[src/rtl/rtc_snap_pkg.sv]
package rtc_snap_pkg;

    localparam int NREG   = 8;
    localparam int REG_AW = 3;

    localparam int ADDR_SEC  = 0;
    localparam int ADDR_MIN  = 1;
    localparam int ADDR_HOUR = 2;
    localparam int ADDR_DOW  = 3;
    localparam int ADDR_DATE = 4;
    localparam int ADDR_MON  = 5;
    localparam int ADDR_YEAR = 6;
    localparam int ADDR_CENT = 7;

    typedef struct packed {
        logic       cent;
        logic [7:0] year;
        logic [4:0] mon;
        logic [5:0] date;
        logic [2:0] dow;
        logic [5:0] hour;
        logic [6:0] min;
        logic [6:0] sec;
    } rtc_time_t;

    typedef enum logic [1:0] {
        ST_RUN,
        ST_LOCKED,
        ST_LOAD,
        ST_CATCHUP
    } rtc_state_e;

    localparam rtc_time_t RESET_TIME = '{
        cent: 1'b0, year: 8'h00, mon: 5'h01, date: 6'h01,
        dow: 3'd1, hour: 6'h00, min: 7'h00, sec: 7'h00
    };

    function automatic logic is_leap_bcd(input logic [7:0] y);
        logic unit_ok_even;
        logic unit_ok_odd;
        unit_ok_even = (y[3:0] == 4'h0) || (y[3:0] == 4'h4) || (y[3:0] == 4'h8);
        unit_ok_odd  = (y[3:0] == 4'h2) || (y[3:0] == 4'h6);
        return y[4] ? unit_ok_odd : unit_ok_even;
    endfunction

    function automatic logic [5:0] month_last_bcd(input logic [4:0] m,
                                                  input logic [7:0] y);
        logic [5:0] last;
        unique case (m)
            5'h04, 5'h06, 5'h09, 5'h11: last = 6'h30;
            5'h02:                      last = is_leap_bcd(y) ? 6'h29 : 6'h28;
            default:                    last = 6'h31;
        endcase
        return last;
    endfunction

    function automatic logic [7:0] field_mask(input int idx);
        logic [7:0] m;
        unique case (idx)
            ADDR_SEC, ADDR_MIN: m = 8'h7F;
            ADDR_HOUR, ADDR_DATE: m = 8'h3F;
            ADDR_DOW:  m = 8'h07;
            ADDR_MON:  m = 8'h1F;
            ADDR_YEAR: m = 8'hFF;
            default:   m = 8'h01;
        endcase
        return m;
    endfunction

    function automatic logic [7:0] reset_byte(input int idx);
        logic [7:0] v;
        unique case (idx)
            ADDR_DOW, ADDR_DATE, ADDR_MON: v = 8'h01;
            default:                       v = 8'h00;
        endcase
        return v;
    endfunction

endpackage

[src/rtl/rtc_bcd_inc.sv]
module rtc_bcd_inc #(
    parameter int W = 7
) (
    input  logic [W-1:0] val,
    output logic [W-1:0] inc
);
    localparam int HW = W - 4;

    logic [HW-1:0] hi;
    logic [3:0]    lo;

    assign hi = val[W-1:4];
    assign lo = val[3:0];

    always_comb begin
        if (lo >= 4'd9) begin
            inc = {hi + HW'(1), 4'h0};
        end else begin
            inc = {hi, lo + 4'd1};
        end
    end
endmodule

[src/rtl/rtc_calendar_next.sv]
module rtc_calendar_next
    import rtc_snap_pkg::*;
(
    input  rtc_time_t cur,
    output rtc_time_t nxt
);
    logic [6:0] sec_up;
    logic [6:0] min_up;
    logic [5:0] hour_up;
    logic [5:0] date_up;
    logic [4:0] mon_up;
    logic [7:0] year_up;
    logic [5:0] last_day;

    logic c_sec, c_min, c_hour, c_date, c_mon, c_year;

    rtc_bcd_inc #(.W(7)) u_inc_sec  (.val(cur.sec),  .inc(sec_up));
    rtc_bcd_inc #(.W(7)) u_inc_min  (.val(cur.min),  .inc(min_up));
    rtc_bcd_inc #(.W(6)) u_inc_hour (.val(cur.hour), .inc(hour_up));
    rtc_bcd_inc #(.W(6)) u_inc_date (.val(cur.date), .inc(date_up));
    rtc_bcd_inc #(.W(5)) u_inc_mon  (.val(cur.mon),  .inc(mon_up));
    rtc_bcd_inc #(.W(8)) u_inc_year (.val(cur.year), .inc(year_up));

    assign last_day = month_last_bcd(cur.mon, cur.year);

    // carry chain: each field wraps only on an exact match with its limit
    assign c_sec  = (cur.sec == 7'h59);
    assign c_min  = c_sec  && (cur.min == 7'h59);
    assign c_hour = c_min  && (cur.hour == 6'h23);
    assign c_date = c_hour && (cur.date == last_day);
    assign c_mon  = c_date && (cur.mon == 5'h12);
    assign c_year = c_mon  && (cur.year == 8'h99);

    always_comb begin
        nxt      = cur;
        nxt.sec  = c_sec ? 7'h00 : sec_up;
        if (c_sec) begin
            nxt.min = c_min ? 7'h00 : min_up;
        end
        if (c_min) begin
            nxt.hour = c_hour ? 6'h00 : hour_up;
        end
        if (c_hour) begin
            nxt.dow  = (cur.dow == 3'd7) ? 3'd1 : cur.dow + 3'd1;
            nxt.date = c_date ? 6'h01 : date_up;
        end
        if (c_date) begin
            nxt.mon = c_mon ? 5'h01 : mon_up;
        end
        if (c_mon) begin
            nxt.year = c_year ? 8'h00 : year_up;
        end
        if (c_year) begin
            nxt.cent = ~cur.cent;
        end
    end
endmodule

[src/rtl/rtc_user_bank.sv]
module rtc_user_bank
    import rtc_snap_pkg::*;
(
    input  logic              clk,
    input  logic              rst_n,
    input  logic              wr_en,
    input  logic [REG_AW-1:0] addr,
    input  logic [7:0]        wdata,
    input  logic              freeze,
    input  logic              cap,
    input  rtc_time_t         live,
    output logic [7:0]        rdata,
    output rtc_time_t         held
);
    logic [7:0] live_b [NREG];
    logic [7:0] hold_r [NREG];

    always_comb begin
        live_b[ADDR_SEC]  = {1'b0, live.sec};
        live_b[ADDR_MIN]  = {1'b0, live.min};
        live_b[ADDR_HOUR] = {2'b00, live.hour};
        live_b[ADDR_DOW]  = {5'b00000, live.dow};
        live_b[ADDR_DATE] = {2'b00, live.date};
        live_b[ADDR_MON]  = {3'b000, live.mon};
        live_b[ADDR_YEAR] = live.year;
        live_b[ADDR_CENT] = {7'b0000000, live.cent};
    end

    for (genvar i = 0; i < NREG; i++) begin : g_hold
        always_ff @(posedge clk) begin
            if (!rst_n) begin
                hold_r[i] <= reset_byte(i);
            end else if (cap) begin
                hold_r[i] <= live_b[i];
            end else if (wr_en && !freeze && (addr == REG_AW'(i))) begin
                hold_r[i] <= wdata & field_mask(i);
            end
        end
    end

    assign rdata = hold_r[addr];

    always_comb begin
        held.sec  = hold_r[ADDR_SEC][6:0];
        held.min  = hold_r[ADDR_MIN][6:0];
        held.hour = hold_r[ADDR_HOUR][5:0];
        held.dow  = hold_r[ADDR_DOW][2:0];
        held.date = hold_r[ADDR_DATE][5:0];
        held.mon  = hold_r[ADDR_MON][4:0];
        held.year = hold_r[ADDR_YEAR];
        held.cent = hold_r[ADDR_CENT][0];
    end
endmodule

[src/rtl/rtc_seq_ctrl.sv]
module rtc_seq_ctrl
    import rtc_snap_pkg::*;
#(
    parameter int PEND_W = 4
) (
    input  logic              clk,
    input  logic              rst_n,
    input  logic              tick,
    input  logic              set_req,
    input  logic              snap_req,
    output logic              step,
    output logic              load,
    output logic              cap,
    output logic              locked,
    output logic [PEND_W-1:0] pend
);
    localparam logic [PEND_W-1:0] PEND_MAX = '1;

    rtc_state_e        state_q, state_d;
    logic [PEND_W-1:0] pend_d;
    logic              snap_q;
    logic              cap_wait_q, cap_wait_d;
    logic              snap_rise;
    logic [PEND_W-1:0] pend_plus;
    logic [PEND_W-1:0] pend_drain;

    assign snap_rise  = snap_req && !snap_q;
    assign pend_plus  = (tick && pend != PEND_MAX) ? pend + PEND_W'(1) : pend;
    assign pend_drain = tick ? pend : pend - PEND_W'(1);

    // state register
    always_ff @(posedge clk) begin
        if (!rst_n) begin
            state_q    <= ST_RUN;
            pend       <= '0;
            snap_q     <= 1'b0;
            cap_wait_q <= 1'b0;
        end else begin
            state_q    <= state_d;
            pend       <= pend_d;
            snap_q     <= snap_req;
            cap_wait_q <= cap_wait_d;
        end
    end

    // next state and outputs
    always_comb begin
        state_d    = state_q;
        pend_d     = pend;
        step       = 1'b0;
        load       = 1'b0;
        cap        = 1'b0;
        locked     = 1'b0;
        cap_wait_d = cap_wait_q || snap_rise;
        unique case (state_q)
            ST_RUN: begin
                if (set_req) begin
                    state_d = ST_LOCKED;
                    pend_d  = pend_plus;
                end else begin
                    step = tick;
                    if (cap_wait_q || snap_rise) begin
                        cap        = 1'b1;
                        cap_wait_d = 1'b0;
                    end
                end
            end
            ST_LOCKED: begin
                locked = 1'b1;
                pend_d = pend_plus;
                if (!set_req) begin
                    state_d = ST_LOAD;
                end
            end
            ST_LOAD: begin
                load   = 1'b1;
                pend_d = pend_plus;
                if (set_req) begin
                    state_d = ST_LOCKED;
                end else if (pend_plus != '0) begin
                    state_d = ST_CATCHUP;
                end else begin
                    state_d = ST_RUN;
                end
            end
            ST_CATCHUP: begin
                if (set_req) begin
                    state_d = ST_LOCKED;
                    pend_d  = pend_plus;
                end else begin
                    step   = 1'b1;
                    pend_d = pend_drain;
                    if (pend_drain == '0) begin
                        state_d = ST_RUN;
                    end
                end
            end
            default: state_d = ST_RUN;
        endcase
    end
endmodule

[src/rtl/rtc_snapshot_core.sv]
module rtc_snapshot_core
    import rtc_snap_pkg::*;
#(
    parameter int PEND_W = 4
) (
    input  logic              clk,
    input  logic              rst_n,
    input  logic              tick_1hz,
    input  logic              snap_rd,
    input  logic              snap_wr,
    input  logic [REG_AW-1:0] reg_addr,
    input  logic              reg_wr_en,
    input  logic [7:0]        reg_wdata,
    output logic [7:0]        reg_rdata
);
    rtc_time_t         time_q;
    rtc_time_t         time_nx;
    rtc_time_t         held_time;
    logic              core_step;
    logic              core_load;
    logic              core_cap;
    logic              core_locked;
    logic [PEND_W-1:0] pend_cnt;

    rtc_seq_ctrl #(.PEND_W(PEND_W)) u_seq (
        .clk      (clk),
        .rst_n    (rst_n),
        .tick     (tick_1hz),
        .set_req  (snap_wr),
        .snap_req (snap_rd),
        .step     (core_step),
        .load     (core_load),
        .cap      (core_cap),
        .locked   (core_locked),
        .pend     (pend_cnt)
    );

    rtc_calendar_next u_next (
        .cur (time_q),
        .nxt (time_nx)
    );

    rtc_user_bank u_bank (
        .clk    (clk),
        .rst_n  (rst_n),
        .wr_en  (reg_wr_en),
        .addr   (reg_addr),
        .wdata  (reg_wdata),
        .freeze (snap_rd),
        .cap    (core_cap),
        .live   (time_q),
        .rdata  (reg_rdata),
        .held   (held_time)
    );

    always_ff @(posedge clk) begin
        if (!rst_n) begin
            time_q <= RESET_TIME;
        end else if (core_load) begin
            time_q <= held_time;
        end else if (core_step) begin
            time_q <= time_nx;
        end
    end
endmodule

[config.mk]
export PLATFORM = sky130hd
export DESIGN_NAME = rtc_snapshot_core
export DESIGN_NICKNAME = d
export VERILOG_FILES = /design/src/rtl/rtc_snap_pkg.sv /design/src/rtl/rtc_bcd_inc.sv /design/src/rtl/rtc_calendar_next.sv /design/src/rtl/rtc_user_bank.sv /design/src/rtl/rtc_seq_ctrl.sv /design/src/rtl/rtc_snapshot_core.sv
export SDC_FILE = /design/constraint.sdc
export NUM_CORES = 1
export LEC_CHECK = 0
export BUFFER_PORTS_ARGS = -buffer_cell sky130_fd_sc_hd__clkbuf_2
export CAP_MARGIN = 20
export CELL_PAD_IN_SITES_DETAIL_PLACEMENT = 0
export CELL_PAD_IN_SITES_GLOBAL_PLACEMENT = 1
export CORE_ASPECT_RATIO = 2
export CORE_MARGIN = 5
export CORE_UTILIZATION = 25
export DETAILED_ROUTE_END_ITERATION = 6
export MAX_ROUTING_LAYER = met4
export PLACE_DENSITY_LB_ADDON = 0.1
export SYNTH_ARGS = -nofsm -noshare
export SYNTH_HDL_FRONTEND = slang
export SYNTH_HIERARCHICAL = 1
export SYNTH_SLANG_ARGS = --single-unit
[constraint.sdc]
create_clock -name clk -period 2.45 [get_ports clk]
set_clock_uncertainty 0.1 [all_clocks]
set_input_delay 0.1225 -clock clk [delete_from_list [all_inputs] [get_ports clk]]
set_output_delay 0.1225 -clock clk [all_outputs]
set_load 0.05 [all_outputs]
# [Yosys cells after proc, flatten, opt, wreduce, memory -nomap -nowiden]
# Memory sizes are Yosys's and may differ from the RTL's.
# Index checks and enable logic that the tools add are counted.
[totals] regBits=51 mem_bits_rw=64 in_bits=17 n_memories=1
[mem_list] name="u_bank.hold_r" words=8 width=8 read_ports=9 rd_clocked_by_memory_dff=0 wr=8 line="rtc_user_bank.sv:16" source="logic [7:0] hold_r [NREG];"
[classes] add_sub_neg=15 magnitude_cmp=6 eq_ne=30 muxes=97 bitwise_logic=17 n_reduce_logical=55
[ops] op="two-way mux 8 bit" n=19
[ops] op="two-way mux 43 bit" n=2
[ops] op="two-way mux 1 bit" n=47
[ops] op="two-way mux 7 bit" n=5
[ops] op="adder 4 x 1 -> 4 bit (second input constant)" n=8
[ops] op="two-way mux 6 bit" n=5
[ops] op=">= comparator 4 bit (second input constant)" n=6
[ops] op="AND reduction 3 bit" n=6
[ops] op="nonzero test 3 bit" n=6
[ops] op="logical AND 1 bit" n=16
[ops] op="two-way mux 4 bit" n=4
[ops] op="bitwise OR 1 bit" n=16
[ops] op="== test 3 bit (second input constant)" n=5
[ops] op="two-way mux 5 bit" n=3
[ops] op="== test 7 bit (second input constant)" n=2
[ops] op="AND reduction 2 bit" n=7
[ops] op="nonzero test 2 bit" n=7
[ops] op="two-way mux 2 bit" n=6
[ops] op="one-hot mux 4 bit (3 select lines)" n=1
[ops] op="one-hot mux 6 bit (2 select lines)" n=1
[ops] op="== test 5 x 3 -> 1 bit (second input constant)" n=2
[ops] op="== test 5 bit (second input constant)" n=2
[ops] op="adder 3 x 1 -> 3 bit (second input constant)" n=3
[ops] op="two-way mux 9 bit" n=1
[ops] op="30 further kinds" n=40

# [Depth between registers and ports, before layout]
# Gate-level depths: netlist of run 1.
[logic_depth] ltp_word=14 ltp_mapped=9

# [Cells and area by module]
# Netlist of run 1, hierarchy kept.
[modules_own_cells] mod="rtc_snapshot_core" instances=1 cells_per_inst=192 area_each_um2=2341.0
[modules_own_cells] mod="rtc_user_bank" instances=1 cells_per_inst=177 area_each_um2=2270.9
[modules_own_cells] mod="rtc_calendar_next" instances=1 cells_per_inst=149 area_each_um2=944.7
[modules_own_cells] mod="rtc_seq_ctrl" instances=1 cells_per_inst=93 area_each_um2=676.9
[modules_own_cells] mod="rtc_bcd_inc (u_next.u_inc_min ...)" instances=2 cells_per_inst=27 area_each_um2=240.2
[modules_own_cells] mod="rtc_bcd_inc (u_next.u_inc_date ...)" instances=2 cells_per_inst=21 area_each_um2=177.7
[modules_own_cells] mod="rtc_bcd_inc (u_next.u_inc_year)" instances=1 cells_per_inst=23 area_each_um2=185.2
[modules_own_cells] mod="rtc_bcd_inc (u_next.u_inc_mon)" instances=1 cells_per_inst=15 area_each_um2=128.9

# [Least setup slack after synthesis of run 1]
# OpenSTA, ideal clock, no wires.
[synth_path] path_type="register to register" start="register u_seq.state_q[0]" end="memory u_bank.hold_r[6][0] (enable)" t_arrival_ps=2080 t_required_ps=1966 setup_slack_ps=-114 stages_incl_launch_ff=9 synth_period_minus_slack_ps=2564 path_cell_list="dfxtp_1 inv_1 ha_1 nand2_1 nor2_1 nor2b_1 buf_4 nand4_4 o21ai_0"
[synth_lines] element="from (decl)" line="rtc_seq_ctrl.sv:19" source="rtc_state_e state_q, state_d;"
[synth_lines] element="from (signal assigned)" line="rtc_seq_ctrl.sv:39" source="state_q <= state_d;"
[synth_lines] element="to (decl)" line="rtc_user_bank.sv:16"

==> results of run 1 <==
-- through the flow --
stage	hold WS (ps)	TNS [ps]	instances	util (%)	area [um^2]
final	37.7	-17.7	1200	30.5	8970
after global routing	15.8	-956	1200	30.5	8970
after CTS	21.3	-27.4	1197	30.3	8920
after detailed placement	292	-3070	1175	28.6	8410
after global placement	282	-3260	1175	28.6	8410
after floorplan	136	0	745	-	7410
-- per-layer routing --
layer / track usage (%) / part of all wire [%] / routed length [um]
met1: 14.6 / 37 / 8900
met2: 29.5 / 58 / 14100
met3: 1.91 / 2.0 / 478
met4: 5.68 / 2.6 / 637
met5: - / 0 / 0
-- sequential cells by signal, indices dropped and copies added (netlist names) --
register and count:
u_bank/hold_r 43, u_seq/state_q 2, u_seq/cap_wait_q 1, time_q 43
u_seq/snap_q 1, u_seq/pend 4
-- cell families after synthesis --
family                   Yosys count
XOR/XNOR                          12
multiplexers                      84
AND/OR/NAND/NOR                  247
flip-flops                        94
buffers and inverters             84
adder cells (fa/ha/maj)           29
AO/OA/AOI/OAI                    195
-- synth_stat cells, drive strengths merged, types with 8 or more instances --
master	number
edfxtp	43
buf	19
a22o	39
mux2i	40
nand2	42
clkbuf	23
o21ai	33
ha	29
mux2	44
o211a	41
nor2	44
xnor2	8
nor2b	8
nand2b	49
dfxtp	51
inv	41
nand4bb	8
nand3	18
a21oi	29
and2	15
or2b	11
-- worst paths after layout --
| kind | startpoint | to | slack [ps] | cells past startpoint |
|---|---|---|---|---|
| max reg2reg | time_q[31] | time_q[35] | -8 | 10 |
| min reg2reg | u_seq/cap_wait_q | u_seq/cap_wait_q | 370 | 2 |
| min | reg_wdata[6] | u_bank/hold_r[6][6] | 40 | 2 |
| max | time_q[31] | time_q[35] | -8 | 10 |
-- layout make-up --
cell class,count,share of cell area [%]
Clock inverter,7,1.60
Sequential cell,94,25.9
Clock buffer,9,2.51
Inverter,42,1.76
Tap cell,364,5.08
Multi-Input combinational cell,567,53.2
Timing Repair Buffer,117,10.0
-- repair_timing --
item | in CTS | in global routing
buffers inserted | 5 | 3
setup endpoints to repair | 19 | 36
resized for setup | 19 | 9
endpoints found under the hold margin | 3 | 0
pin swaps | 10 | 5
cloned | 0 | 0
hold buffers | 2 | 0
-- power by group --
part	internal [mW]	switching, mW
Clock	1.11	0.689
Sequential	1.87	0.198
Combinational	1.19	1.27
==> impl_metrics.prom, run 1 <==
# TYPE chip_impl_metric gauge
chip_impl_metric{name="final-hold-violation-count",unit=""} 0
chip_impl_metric{name="synth.yosys.seq_area_share",unit="%"} 31.3
chip_impl_metric{name="dpl_worst_slack",unit="ps"} -264
chip_impl_info{name="ctsRootBufferMaster",value="sky130_fd_sc_hd__clkbuf_16"} 1
chip_impl_info{name="path_cells",value="nor4b_4, and2_4, and4_4, a211oi_4, buf_4, nor3_4, buf_12, mux2i_2, mux2_4, o211a_1"} 1
chip_impl_metric{name="leakage",unit="nW"} 3.95
chip_impl_metric{name="slew-limit-headroom",unit="%"} 56.5
chip_impl_metric{name="yosys_register_bits",unit=""} 94
chip_impl_metric{name="grt_pass1_vias",unit=""} 6227
chip_impl_metric{name="ir_drop",unit="mV"} 0.327
chip_impl_metric{name="cpPeakStageDelay",unit="ps"} 370
chip_impl_info{name="end_kind",value="flop"} 1
chip_impl_metric{name="core_area",unit="um^2"} 29400
chip_impl_info{name="hold_path_class",value="input pin to flop"} 1
chip_impl_metric{name="worstPathBufferInverterCount",unit=""} 2
chip_impl_info{name="post-synth-top-area-cell",value="sky130_fd_sc_hd__edfxtp_1"} 1
chip_impl_metric{name="netlist.area_leader.share",unit="%"} 17.5
chip_impl_metric{name="synth-adder-area-share",unit="%"} 4.91
chip_impl_metric{name="drv_cap",unit=""} 0
chip_impl_metric{name="fillerInstances",unit=""} 3129
chip_impl_metric{name="antenna_found_initial",unit=""} 0
chip_impl_metric{name="synthCells",unit=""} 745
chip_impl_metric{name="total_inserted_antenna_cells",unit=""} 0
chip_impl_metric{name="clock_insertion_delay_worst_skew",unit="ps"} 370
chip_impl_info{name="timing.critical_path.max_delay_family",value="simple AND/OR/NAND/NOR gates"} 1
chip_impl_metric{name="dieWidth",unit="um"} 132
chip_impl_metric{name="num-nets-final",unit=""} 877
chip_impl_metric{name="achievable-frequency",unit="GHz"} 0.407
chip_impl_metric{name="p_per_area",unit="nW/um^2"} 704
chip_impl_metric{name="drcViolationCount",unit=""} 0
chip_impl_metric{name="via_count_of_the_routed_design",unit=""} 5980
chip_impl_metric{name="tritoncts.num_buffers",unit=""} 9
chip_impl_metric{name="drtIter0Drc",unit=""} 291
chip_impl_info{name="synth_top_family_by_area",value="simple AND/OR/NAND/NOR gates"} 1
chip_impl_metric{name="synth.distinct_cells",unit=""} 87
chip_impl_metric{name="ctsLongestPathBuffers",unit=""} 2
chip_impl_metric{name="synth-compound-area-share",unit="%"} 20.8
chip_impl_metric{name="ff_latch_area",unit="um^2"} 2320
chip_impl_metric{name="area_growth_syn_to_layout",unit="%"} 21.5
chip_impl_info{name="critPathLaunchType",value="flop"} 1
chip_impl_metric{name="cts-htree-levels",unit=""} 3
chip_impl_metric{name="p_total",unit="mW"} 6.31
chip_impl_metric{name="floorplan.rows",unit=""} 89
chip_impl_metric{name="multi_input_comb_area",unit="um^2"} 4770
chip_impl_metric{name="post_route_cells_drive_above_1_share",unit="%"} 29.2
chip_impl_metric{name="setup_viol",unit=""} 3
chip_impl_info{name="synth_flop_cell",value="sky130_fd_sc_hd__dfxtp_1"} 1
chip_impl_info{name="tritoncts",value="yes"} 1
chip_impl_metric{name="timing.critical_path.required",unit="ps"} 2610
chip_impl_metric{name="syn_nets",unit=""} 791
chip_impl_metric{name="detail-route-antenna-nets",unit=""} 0
chip_impl_metric{name="average_wire_per_cell_in_the_routed_design",unit="um"} 20.1
chip_impl_metric{name="yosysWarningCount",unit=""} 6
chip_impl_metric{name="worst_pin_slew",unit="ps"} 653
chip_impl_metric{name="postLayoutSetupSlackWorst",unit="ps"} -8.09
chip_impl_metric{name="maximum_number_of_pins_on_one_net_before_global_route_repair",unit=""} 63
chip_impl_metric{name="min_period",unit="ps"} 2460
chip_impl_metric{name="grt_pass1_wl",unit="um"} 37200
chip_impl_metric{name="grt_overflow",unit=""} 0
chip_impl_metric{name="synth_async_sr_flop_share",unit="%"} 0
chip_impl_metric{name="post_synth_edffs",unit=""} 43
chip_impl_metric{name="finalWeightedCongestion",unit=""} 0.764
chip_impl_metric{name="initial_core_util",unit="%"} 25.1
chip_impl_metric{name="final-max-slew-violation-count",unit=""} 0
chip_impl_info{name="status",value="complete, but fails checks"} 1
chip_impl_metric{name="post-route-period-util",unit="%"} 100
chip_impl_info{name="failed_checks",value="setup timing"} 1
chip_impl_metric{name="port_buffers",unit=""} 24
chip_impl_metric{name="detail_route.wirelength",unit="um"} 24100
chip_impl_info{name="rsz_0062_raised_after_global_routing",value="true"} 1
chip_impl_metric{name="hpwl",unit="um"} 18300
chip_impl_info{name="timing_worst_setup_path_type",value="flop to flop"} 1
chip_impl_metric{name="detailedRoute.firstPassIterationCount",unit=""} 4
chip_impl_info{name="largest_cells_by_area_after_synthesis",value="sky130_fd_sc_hd__edfxtp_1 17%, sky130_fd_sc_hd__dfxtp_1 14%, sky130_fd_sc_hd__mux2_4 7.9%"} 1
chip_impl_info{name="mostFrequentLayoutCells",value="83 x sky130_fd_sc_hd__buf_4, 46 x sky130_fd_sc_hd__nand2b_1, 45 x sky130_fd_sc_hd__dfxtp_1, 43 x sky130_fd_sc_hd__edfxtp_1, 42 x sky130_fd_sc_hd__nand2_1"} 1
chip_impl_metric{name="tritoncts_sink_count",unit=""} 94
chip_impl_metric{name="syn-cell-area",unit="um^2"} 7380
chip_impl_metric{name="drt-vias-per-instance",unit=""} 4.98
chip_impl_metric{name="dieHeight",unit="um"} 253
chip_impl_metric{name="globalRouteTotalUtil",unit="%"} 14.9
chip_impl_metric{name="mux_contribution_to_synthesized_area",unit="%"} 14.5
chip_impl_metric{name="die_area",unit="um^2"} 33300
chip_impl_metric{name="synth-simple-area-share",unit="%"} 21.4
chip_impl_info{name="mostFrequentLayoutCell",value="sky130_fd_sc_hd__buf_4"} 1
chip_impl_metric{name="critical_path_arrival",unit="ps"} 2620
chip_impl_info{name="slowest_cell_on_the_critical_path",value="sky130_fd_sc_hd__nor4b_4"} 1
chip_impl_metric{name="worst_setup_hold_path_clk_slew",unit="ps"} 80
chip_impl_metric{name="cp_max_fo",unit=""} 8
chip_impl_metric{name="ioPinCount",unit=""} 25
chip_impl_metric{name="post_synth_xor_area_fraction",unit="%"} 1.42
chip_impl_metric{name="postSynthAreaPerCell",unit="um^2"} 9.91
Power figures use the tool's default switching activity.
==> run 2: changes to the inputs <==
TNS_END_PERCENT = 1   (was unset)
==> run 2 against run 1 <==
The flow now finishes without violations. Flip-flop and latch count did not move. Non-clock buffer count shrank 2. Via count down 0.97%. Fmax grew 0.35%. Cell area is 0.61% lower. Routed wire length is 1.6% higher. Global-route usage up 0.17 points. Critical path type unchanged. Largest power group unchanged.
==> impl_metrics.prom, run 2 (synthesis gave the netlist of run 1 again) <==
# TYPE chip_impl_metric gauge
chip_impl_metric{name="timing.hold.worst_path_depth",unit=""} 2
chip_impl_metric{name="power.clock.fraction",unit="%"} 26.9
chip_impl_metric{name="p_sw",unit="mW"} 2.13
chip_impl_metric{name="floorplan.rows",unit=""} 89
chip_impl_metric{name="clock_insertion_delay_worst_skew",unit="ps"} 370
chip_impl_metric{name="ir_drop",unit="mV"} 0.307
chip_impl_metric{name="maximum_number_of_pins_on_one_net_before_global_route_repair",unit=""} 52
chip_impl_info{name="destination_of_the_worst_register_to_register_timing_path",value="time_q[31]"} 1
chip_impl_metric{name="drcViolationCount",unit=""} 0
chip_impl_metric{name="detail_route.wirelength",unit="um"} 24500
chip_impl_metric{name="postLayoutSetupSlackWorst",unit="ps"} 0.517
chip_impl_metric{name="final-max-slew-violation-count",unit=""} 0
chip_impl_metric{name="postCtsSetupRepairBufs",unit=""} 0
chip_impl_metric{name="dieHeight",unit="um"} 253
chip_impl_metric{name="leakage",unit="nW"} 3.94
chip_impl_metric{name="tritoncts_sink_count",unit=""} 94
chip_impl_metric{name="dieWidth",unit="um"} 132
chip_impl_metric{name="num-nets-final",unit=""} 875
chip_impl_metric{name="globalRouteTotalUtil",unit="%"} 15.1
chip_impl_metric{name="post-route-period-util",unit="%"} 100
chip_impl_metric{name="setup_viol",unit=""} 0
chip_impl_metric{name="port_buffers",unit=""} 24
chip_impl_info{name="hold_path_class",value="input pin to flop"} 1
chip_impl_metric{name="tritoncts.num_buffers",unit=""} 9
chip_impl_metric{name="grt_pass1_wl",unit="um"} 37600
chip_impl_metric{name="grt_overflow",unit=""} 0
chip_impl_info{name="tritoncts",value="yes"} 1
chip_impl_metric{name="via_count_of_the_routed_design",unit=""} 5922
chip_impl_metric{name="worstPathBufferInverterCount",unit=""} 2
chip_impl_info{name="path_cells",value="nor4b_4, nand3_1, o22ai_2, nand3_4, buf_4, nor3_4, buf_12, mux2i_1, mux2_4, o211a_1"} 1
chip_impl_metric{name="drt-vias-per-instance",unit=""} 4.94
chip_impl_metric{name="regToRegSetupSlack",unit="ps"} 0.5
chip_impl_metric{name="drv_cap",unit=""} 0
chip_impl_metric{name="finalSetupTns",unit="ps"} 0
chip_impl_info{name="timing_worst_setup_path_type",value="flop to flop"} 1
chip_impl_metric{name="cts-htree-levels",unit=""} 3
chip_impl_metric{name="area_growth_syn_to_layout",unit="%"} 20.8
chip_impl_metric{name="placed_cells",unit=""} 1180
chip_impl_metric{name="cp_max_fo",unit=""} 5
chip_impl_info{name="hold_end",value="u_bank/hold_r[1][6]"} 1
chip_impl_metric{name="min_period",unit="ps"} 2450
chip_impl_metric{name="reg2reg_depth",unit=""} 10
chip_impl_metric{name="post_route_cells_drive_above_1_share",unit="%"} 28.7
chip_impl_metric{name="p_per_area",unit="nW/um^2"} 692
chip_impl_metric{name="grt_pass1_vias",unit=""} 6287
chip_impl_metric{name="worst_setup_hold_path_clk_slew",unit="ps"} 70
chip_impl_metric{name="power_frac_seq",unit="%"} 33.4
chip_impl_metric{name="p_comb_share",unit="%"} 39.7
chip_impl_metric{name="dpl_worst_slack",unit="ps"} -239
chip_impl_metric{name="detailedRoute.firstPassIterationCount",unit=""} 4
chip_impl_metric{name="core_area",unit="um^2"} 29400
chip_impl_metric{name="slew-limit-headroom",unit="%"} 58.0
chip_impl_metric{name="worst_pin_slew",unit="ps"} 630
chip_impl_metric{name="hold_slack",unit="ps"} 43.4
chip_impl_metric{name="critical_path_arrival",unit="ps"} 2610
chip_impl_metric{name="hpwl",unit="um"} 19000
chip_impl_info{name="slowest_cell_on_the_critical_path",value="sky130_fd_sc_hd__dfxtp_2"} 1
chip_impl_metric{name="switching_share",unit="%"} 34.6
chip_impl_info{name="critPathLaunchType",value="flop"} 1
chip_impl_metric{name="cellInternalPower",unit="mW"} 4.04
chip_impl_info{name="timing.critical_path.max_delay_family",value="simple AND/OR/NAND/NOR gates"} 1
chip_impl_metric{name="final_cells",unit=""} 1198
chip_impl_info{name="mostFrequentLayoutCell",value="sky130_fd_sc_hd__buf_4"} 1
chip_impl_metric{name="final-hold-violation-count",unit=""} 0
chip_impl_metric{name="average_wire_per_cell_in_the_routed_design",unit="um"} 20.4
chip_impl_metric{name="cpPeakStageDelay",unit="ps"} 340
chip_impl_info{name="status",value="complete, no violations"} 1
chip_impl_metric{name="detail-route-antenna-nets",unit=""} 0
chip_impl_metric{name="finalWeightedCongestion",unit=""} 0.761
chip_impl_info{name="hp-start",value="reg_wdata[6]"} 1
chip_impl_metric{name="die_area",unit="um^2"} 33300
chip_impl_metric{name="ctsLongestPathBuffers",unit=""} 2
chip_impl_metric{name="total_inserted_antenna_cells",unit=""} 0
chip_impl_info{name="rsz_0062_raised_after_global_routing",value="true"} 1
chip_impl_metric{name="achievable-frequency",unit="GHz"} 0.408
chip_impl_metric{name="ioPinCount",unit=""} 25
chip_impl_metric{name="initial_core_util",unit="%"} 25.1
chip_impl_info{name="reg2reg_from",value="time_q[29]"} 1
chip_impl_metric{name="antenna_found_initial",unit=""} 0
chip_impl_metric{name="timing.critical_path.required",unit="ps"} 2610
chip_impl_info{name="ctsRootBufferMaster",value="sky130_fd_sc_hd__clkbuf_16"} 1
chip_impl_info{name="largest_registers",value="time_q x43, u_bank/hold_r x43, u_seq/pend x4"} 1
chip_impl_info{name="mostFrequentLayoutCells",value="78 x sky130_fd_sc_hd__buf_4, 45 x sky130_fd_sc_hd__nand2b_1, 43 x sky130_fd_sc_hd__edfxtp_1, 42 x sky130_fd_sc_hd__dfxtp_1"} 1
chip_impl_metric{name="drtIter0Drc",unit=""} 218
chip_impl_metric{name="utilization",unit="%"} 30.3
chip_impl_info{name="end_kind",value="flop"} 1
## run 2: cell types whose count changed in the layout (fill, tap and decap cells not counted), sizes merged
| cell | change |
|---|---|
| buf | -2 |
| bufinv | -1 |
| clkinv | +3 |
| clkinvlp | -1 |
| inv | -1 |
## run 2: final cells by class
type                            count  area [um^2]
Clock buffer                        9          225
Clock inverter                      7          113
Fill cell                        3131        20500
Inverter                           42          158
Multi-Input combinational cell    567         4730
Sequential cell                    94         2320
Tap cell                          364          455
Timing Repair Buffer              115          911
## run 2: layer usage
metal,track usage (%),vias up,part of all wire (%)
met5,-,-,0
met4,6.97,0,4.1
met3,1.99,35,1.6
met2,29.9,83,58
met1,14.1,2893,36
li1,-,2911,-
## run 2: per-stage QoR
stage	area, um^2	total power [mW]
final	8920	6.18
after global routing	8920	6.55
after CTS	8860	6.26
after detailed placement	8460	4.54
after global placement	8460	4.50
after floorplan	7380	3.72
## run 2: worst max-delay path by stage
| stage | start | cells past startpoint | end | slack (ps) |
|---|---|---|---|---|
| finish | time_q[29] | 10 | time_q[31] | 0.5 |
| global route | time_q[8] | 9 | time_q[38] | -110 |
| CTS | time_q[29] | 10 | time_q[31] | -50 |
| detailed placement | time_q[30] | 10 | time_q[31] | -240 |
| global placement | time_q[30] | 10 | time_q[33] | -220 |
| floorplan | time_q[4] | 8 | time_q[41] | -30 |
## run 2: power groups by stage
stage | sequential [mW] | combinational, mW | clock (mW)
2_1_floorplan | 2.11 | 1.61 | 0
3_3_place_gp | 2.08 | 2.41 | 0
3_5_place_dp | 2.09 | 2.45 | 0
4_1_cts | 2.06 | 2.47 | 1.73
5_1_grt | 2.09 | 2.69 | 1.77
6_report | 2.06 | 2.45 | 1.66
## run 2: what timing repair did
item,in CTS,in global routing
hold buffers,2,0
pin swaps,1,1
hold endpoints to repair,3,0
gates resized for setup,12,18
endpoints found under the setup margin,27,96
